`config.mk`:
```
export PLATFORM = sky130hd
export DESIGN_NAME = sdram_mrs_ctl
export DESIGN_NICKNAME = d
export VERILOG_FILES = /design/src/rtl/sdram_mrs_ctl.sv
export SDC_FILE = /design/constraint.sdc
export NUM_CORES = 1
export LEC_CHECK = 0
export ABC_AREA = 1
export BUFFER_PORTS_ARGS = -buffer_cell sky130_fd_sc_hd__buf_2
export CAP_MARGIN = 20
export CORE_MARGIN = 2
export CORE_UTILIZATION = 41
export CTS_BUF_LIST = sky130_fd_sc_hd__clkbuf_4
export DETAILED_ROUTE_END_ITERATION = 8
export GPL_ROUTABILITY_DRIVEN = 0
export GPL_TIMING_DRIVEN = 0
export PLACE_DENSITY = 0.66
export SLEW_MARGIN = 20
export SYNTH_ARGS = -nofsm -noshare
export SYNTH_HDL_FRONTEND = slang
export SYNTH_SLANG_ARGS = --single-unit
```
`constraint.sdc`:
```
create_clock -name clk -period 2.15 [get_ports clk]
set_clock_uncertainty 0.2 [all_clocks]
set_input_delay 0.215 -clock clk [delete_from_list [all_inputs] [get_ports clk]]
set_output_delay 0.215 -clock clk [all_outputs]
set_load 0.01 [all_outputs]
```
`src/rtl/sdram_mrs_ctl.sv`:
```
module sdram_mrs_ctl #(
  parameter logic [31:0] AREA2_BASE = 32'hA4FD_4000,
  parameter logic [31:0] AREA3_BASE = 32'hA4FD_5000,
  parameter int MA_W   = 12,
  parameter int IDLE_W = 8,
  parameter int TMRD   = 2,
  parameter int DQM_W  = 4
)(
  input  logic              clk,
  input  logic              rst_n,
  input  logic              cfg_we,
  input  logic [IDLE_W-1:0] cfg_idle,
  input  logic              req,
  input  logic              req_we,
  input  logic [31:0]       req_addr,
  output logic              ack,
  output logic              err,
  output logic              cke,
  output logic [1:0]        cs_n,
  output logic              ras_n,
  output logic              cas_n,
  output logic              we_n,
  output logic [DQM_W-1:0]  dqm,
  output logic [MA_W-1:0]   sd_addr
);
  localparam int TW = $clog2(TMRD + 1);

  typedef enum logic [1:0] {S_IDLE, S_WAKE, S_MRS, S_TMRD} st_t;

  st_t              st;
  logic             area;
  logic [MA_W-1:0]  mode;
  logic [TW-1:0]    tcnt;
  logic             cfg_done;
  logic [IDLE_W-1:0] idle_lim, idle_cnt;

  wire hit2 = req_addr[31:MA_W] == AREA2_BASE[31:MA_W];
  wire hit3 = req_addr[31:MA_W] == AREA3_BASE[31:MA_W];
  wire take = (st == S_IDLE) && req && !ack;
  wire ok   = cfg_done && req_we && (hit2 || hit3);
  wire idle_tick = (st == S_IDLE) && !req && !ack && cke && cfg_done && (idle_lim != '0);

  always_ff @(posedge clk or negedge rst_n) begin
    if (!rst_n) begin
      st <= S_IDLE;
      area <= 1'b0;
      mode <= '0;
      tcnt <= '0;
      cfg_done <= 1'b0;
      idle_lim <= '0;
      idle_cnt <= '0;
      cke <= 1'b1;
      ack <= 1'b0;
      err <= 1'b0;
    end else begin
      ack <= 1'b0;
      err <= 1'b0;
      case (st)
        S_IDLE: begin
          if (take) begin
            if (ok) begin
              area <= hit3;
              mode <= req_addr[MA_W-1:0];
              if (!cke) begin
                cke <= 1'b1;
                st  <= S_WAKE;
              end else begin
                st  <= S_MRS;
              end
            end else begin
              ack <= 1'b1;
              err <= 1'b1;
            end
          end
          if (idle_tick) begin
            if (idle_cnt == idle_lim - 1'b1) begin
              cke <= 1'b0;
              idle_cnt <= '0;
            end else begin
              idle_cnt <= idle_cnt + 1'b1;
            end
          end else begin
            idle_cnt <= '0;
          end
        end
        S_WAKE: st <= S_MRS;
        S_MRS: begin
          st   <= S_TMRD;
          tcnt <= '0;
        end
        S_TMRD: begin
          if (tcnt == TW'(TMRD - 1)) begin
            st  <= S_IDLE;
            ack <= 1'b1;
          end else begin
            tcnt <= tcnt + 1'b1;
          end
        end
        default: st <= S_IDLE;
      endcase
      if (cfg_we) begin
        cfg_done <= 1'b1;
        idle_lim <= cfg_idle;
        idle_cnt <= '0;
      end
    end
  end

  wire busy = st != S_IDLE;
  assign cs_n    = busy ? (area ? 2'b01 : 2'b10) : 2'b11;
  assign ras_n   = st != S_MRS;
  assign cas_n   = st != S_MRS;
  assign we_n    = st != S_MRS;
  assign dqm     = {DQM_W{(st == S_WAKE) || (st == S_MRS)}};
  assign sd_addr = (st == S_MRS) ? mode : '0;

  wire mrs_on = !ras_n && !cas_n && !we_n && (cs_n != 2'b11);


  mrs_single_chk: assert property (@(posedge clk) disable iff (!rst_n)
    mrs_on |=> !mrs_on);

  mrs_pins_chk: assert property (@(posedge clk) disable iff (!rst_n)
    mrs_on |-> (cke && (&dqm)));

  cs_excl_chk: assert property (@(posedge clk) disable iff (!rst_n)
    $countones(~cs_n) <= 1);

  ack_after_nop_chk: assert property (@(posedge clk) disable iff (!rst_n)
    (ack && !err) |-> $past(ras_n && (cs_n != 2'b11)));

  err_quiet_chk: assert property (@(posedge clk) disable iff (!rst_n)
    err |-> (ack && cs_n == 2'b11 && $stable(cke)));

  wake_then_mrs_chk: assert property (@(posedge clk) disable iff (!rst_n)
    $rose(cke) |=> mrs_on);

  pd_quiet_chk: assert property (@(posedge clk) disable iff (!rst_n)
    $fell(cke) |-> (cs_n == 2'b11 && !ack));
endmodule

```
### Word-level counts from Yosys, hierarchy flattened

Index checks and enable logic that the tools add are counted.

| storage, ports and cells | value |
|---|---|
| flip-flop bits (word level) | 37 |
| input port bits | 45 |
| output and inout bits | 24 |
| word-level logic and storage cells | 69 |

| cells by class | value |
|---|---|
| add/subtract/negate cells | 3 |
| equality and inequality tests | 12 |
| mux-type cells | 23 |
| reduce and logical (&&, ||, !) cells | 21 |

Operators by type and width:

| cell | count |
|---|---|
| $eq A20 B20 Y1 const B | 2 |
| $mux W8 | 4 |
| $mux W2 | 7 |
| $mux W12 | 1 |
| $ne A2 B2 Y1 const B | 5 |
| $logic_and A1 B1 Y1 | 9 |
| $add A8 B1 Y8 const B | 1 |
| $eq A8 B8 Y1 | 1 |
| $mux W1 | 8 |
| $pmux W2 S4 | 1 |
| $reduce_bool A8 Y1 | 1 |
| $sub A8 B1 Y8 const B | 1 |
| $reduce_and A3 Y1 | 2 |
| $reduce_bool A2 Y1 | 3 |
| $eq A2 B1 Y1 const B | 2 |
| $eq A2 B2 Y1 const B | 2 |
| $pmux W2 S2 | 1 |
| $add A2 B1 Y2 const B | 1 |
| $logic_not A1 Y1 | 2 |
| $logic_not A2 Y1 | 1 |
| $logic_or A1 B1 Y1 | 2 |
| $pmux W1 S2 | 1 |
| $reduce_and A2 Y1 | 1 |

### Depth between registers and ports, before layout

| logic depth | value |
|---|---|
| word-level depth | 9 |
| depth in mapped cells | 12 |
| mapped depth without buffers | 12 |

### Worst setup path after synthesis

No wires, ideal clock.

| path | value |
|---|---|
| path kind | flip-flop to flip-flop |
| from | register idle_lim[0] |
| to | register idle_cnt[2] |
| setup time | 0.117 ns |
| data arrival time | 1.401 ns |
| required time | 1.833 ns |
| setup slack | 0.431 ns |
| stages on the path, launching flop included | 12 |
| buffers on the path | 0 |
| period minus slack after synthesis | 1.719 ns |
| cells stage by stage | dfrtp_1 inv_1 ha_1 inv_1 nand2_1 nand3_1 nand2_1 nand3_2 nor2_4 nand2_2 nand3_1 nand2_1 |

| between the ends | value |
|---|---|
| longest elaborated chain between the ends | 6 |
| elaborated cells on any way between the ends | 8 |
| those cells by class | add/sub (1); eq/ne (1); mux (4); reduce/logical (2) |

RTL lines:

| what | line | RTL |
|---|---|---|
| start, declared | 35 | `logic [IDLE_W-1:0] idle_lim, idle_cnt;` |
| start signal, assigned | 103 | `idle_lim <= cfg_idle;` |
| $sub A8 B1 Y8 | 76 | `if (idle_cnt == idle_lim - 1'b1) begin` |
| $eq A8 B8 Y1 | 76 |  |
| $mux W8 | 76 |  |
| $mux W8 (*) | 75 | `if (idle_tick) begin` |
| $mux W8 (*) | 58 | `case (st)` |
| $mux W8 (*) | 101 | `if (cfg_we) begin` |
| end signal, assigned | 80 | `idle_cnt <= idle_cnt + 1'b1;` |
| end, declared | 35 |  |

Every way passes the cells marked *; elsewhere a longest branch is shown, timed or not. The select of a mux whose other input is x is not followed.
A chain may end at the register's enable or synchronous reset.

### Worst setup path in the final report

| path | value |
|---|---|
| from | register st[0] |
| to | output port sd_addr[1] |

| between the ends | value |
|---|---|
| longest elaborated chain between the ends | 2 |

RTL lines:

| what | line | RTL |
|---|---|---|
| start, declared | 30 | `st_t st;` |
| start signal, assigned | 45 | `st <= S_IDLE;` |
| start signal, assigned | 66 | `st <= S_WAKE;` |
| start signal, assigned | 68 | `st <= S_MRS;` |
| $eq A2 B2 Y1 | 115 | `assign sd_addr = (st == S_MRS) ? mode : '0;` |
| $mux W12 | 115 |  |
| end, declared | 24 | `output logic [MA_W-1:0] sd_addr` |

No other way between the ends.

==> impl_results.md <==
* Top FF cell, synth: dfrtp_1
* Register area share after synthesis at 42.1%
* Clock Latency Late Sink at 0.34 ns
* Buf/Inv on CP at 4
* Synthesized netlist net count at 358
* N_diodes at 0
* Max Fclk at 500 MHz
* Congestion Overflow GR at 0
* Initial antenna violation count at 0
* Peak supply drop at 0.000397 V
* Unrepaired setup endpoints after global routing: false
* Clock network power share at 18.8%
* Top Ports at 69
* P_int at 1.22 mW
* P&R area growth vs syn at 33.1%
* Core ar. at 5140 sq um
* Switching power at 0.711 mW
* Status: finished clean
* Rows at 26
* Via count at 2161
* Vias per Instance at 4.54
* Seq cells post-synth at 37
* Final hold vios at 0
* Worst Path Arrival at 1.58 ns
* Sequential share of power at 42.0%
* DP HPWL at 3730 um
* Commonest non-fill, non-tap cell in the layout: nand2_1
* Syn avg cell area at 7.20 sq um
* Clock-pin slew on the worst setup and hold paths at 0.11 ns
* Rel. slew slack at 46.4%
* Final WS setup at 0.150 ns
* Residual DRC at 0
* Die extent in x at 77.3 um
* Initial DRC count at 87
* Power Density at 659 nW/um^2
* Initial Util at 42.9%
* Total CTS buffers at 5
* Max incr delay on CP at 0.42 ns
* Cell count after synthesis at 306
* Global Route Usage Sum at 18.7%
* CP Launch Type: flip-flop
* WL final at 5260 um
* Antenna-violating nets left at 0
* Area of the multi-input gates at 1030 sq um
* Reg area at 927 sq um
* First-pass GRT wire length at 9110 um
* Pre-CTS setup slack at 0.206 ns
* Ys async rst share at 100%
* Longest Clk Path Bufs at 2
* Top cells by area, synth: dfrtp_1 (41%), nand2_1 (20%), inv_1 (7.0%)
* Setup TNS at 0 ns
* Post-synth top area cell: dfrtp_1
* Leakage power at 1.72 nW
* DIE AREA at 5980 sq um
* CTS tree: yes
* Cell family contributing the most delay on the critical path: buffers and inverters
* Combinational share of power at 39.3%
* Crit path cell chain: inv_1 > ha_1 > buf_2 > nand2_1 > inv_1 > buf_2
* Largest net degree at the start of global routing at 38
* H-tree Lvls at 2
* Post-layout min period at 2.00 ns
* Worst slew pin tran at 0.804 ns
* CP Max Fanout at 10
* Vias in the first global route at 2141
* PortBufs at 67
* EDFF count, synth at 0
* Critical path required time at 1.74 ns
* Clock sink count at 37
* HP Class: primary input to flip-flop
* Max_cap viols at 0
* Yosys cell types at 30
* Hold Slack at 0.0517 ns
* Setup CP Type: flip-flop to output port
* Sw frac at 36.8%
* Share of the synthesized area in the top cell type at 40.9%
* Fillers at 494
* Commonest cells after routing, fill and taps aside: nand2_1 (116), buf_2 (69), inv_1 (41), dfrtp_1 (36)
* Period utilisation layout at 93.0%
* 1st-pass router iterations at 4
* Critical Path End Type: output port
* Share of layout cells above drive strength 1 at 24.1%
* Clock root buffer: clkbuf_4
* Slew Viols, Final at 0
* Post-DR wirelength/cell at 11.0 um
* DIE HEIGHT at 77.3 um
* Nets at 457
* Post-synthesis cell area at 2200 sq um
* Final Setup Violations at 0
* Synth warnings at 0
* Slowest CP cell: dfrtp_1
==> logic make-up (layout without fill, tap and decap cells) <==
family | count (synthesis) | count (layout) | synth area share, %
buffers and inverters | 57 | 157 | 11.0
AO/OA/AOI/OAI | 15 | 15 | 3.52
XOR/XNOR | 12 | 12 | 4.77
flip-flops | 37 | 37 | 42.1
adder cells (fa/ha/maj) | 7 | 7 | 3.97
AND/OR/NAND/NOR | 177 | 177 | 34.2
multiplexers | 1 | 1 | 0.511
==> cell usage after synthesis (3+ instances only) <==
| library cell | number |
|---|---|
| ha_1 | 7 |
| clkbuf_1 | 3 |
| xor2_1 | 7 |
| inv_1 | 41 |
| o21ai_0 | 9 |
| nand3_1 | 25 |
| inv_2 | 3 |
| a21oi_1 | 3 |
| nor2_1 | 21 |
| xnor2_1 | 5 |
| dfrtp_1 | 36 |
| nand4_1 | 5 |
| nand2_1 | 116 |
| nor2_2 | 3 |
| buf_4 | 7 |
==> repair_timing <==
| action | 4_1_cts | 5_1_grt |
|---|---|---|
| hold endpoints to repair | 57 | 0 |
| resized for setup | 1 | 1 |
| setup endpoints to repair | 6 | 1 |
| buffers inserted | 0 | 0 |
| hold buffers | 25 | 0 |
==> flip-flops by register name, summed over array words and instances (netlist names) <==
name	flops
ack	1
tcnt	2
idle_cnt	8
cke	1
idle_lim	8
err	1
cfg_done	1
mode	12
st	2
area	1
==> area by class of cell <==
class                      instances  area share, %
multi-input combinational        212           35.3
sequential                        37           31.6
timing repair buffer              92           20.0
inverter                          45           5.76
tap                               70           2.99
buffer                            12           2.56
clock buffer                       5           1.28
clock inverter                     3          0.597
==> through the flow <==
| step | power, mW | utilization [%] | instances | instance area [sq um] |
|---|---|---|---|---|
| 2_1_floorplan | 1.30 | - | 306 | 2200 |
| 3_3_place_gp | 1.53 | 51.1 | 443 | 2630 |
| 3_5_place_dp | 1.55 | 51.1 | 443 | 2630 |
| 4_1_cts | 1.96 | 57.1 | 476 | 2930 |
| 5_1_grt | 2.09 | 57.1 | 476 | 2930 |
| 6_report | 1.93 | 57.1 | 476 | 2930 |
==> final timing paths <==
check,startpoint,endpoint,slack (ns),cells past startpoint
setup / recovery,st[0],sd_addr[1],0.15,6
hold / removal,req,err,0.05,5
setup reg to reg,idle_lim[0],idle_cnt[6],0.19,11
hold reg to reg,mode[11],mode[11],0.29,2
max in group asynchronous,rst_n,idle_lim[7],0.96,2
min in group asynchronous,rst_n,ack,0.29,2
==> worst reg2reg max path, delay by kind of cell (launching register included) <==
family                     cells  cell delay [ns]
buffers and inverters          2             0.23
DFF                            1             0.43
adders and majority gates      1             0.26
and+or+nand+nor                8             0.75
==> per-layer routing <==
metal  global-route usage (%)  wire (um)  up-vias
met5                        0          0        -
met4                     6.07         60        0
met3                     3.95        306        7
met2                     33.0       2520       67
met1                     22.8       2370      962
li1                         -          -     1125
==> power groups by stage <==
| stage | sequential [mW] | clock (mW) | combinational, mW |
|---|---|---|---|
| after CTS | 0.810 | 0.381 | 0.768 |
| after global placement | 0.822 | 0 | 0.713 |
| after floorplan | 0.820 | 0 | 0.482 |
| final | 0.811 | 0.363 | 0.759 |
| after detailed placement | 0.824 | 0 | 0.730 |
| after global routing | 0.819 | 0.420 | 0.851 |
Power figures use the tool's default switching activity.
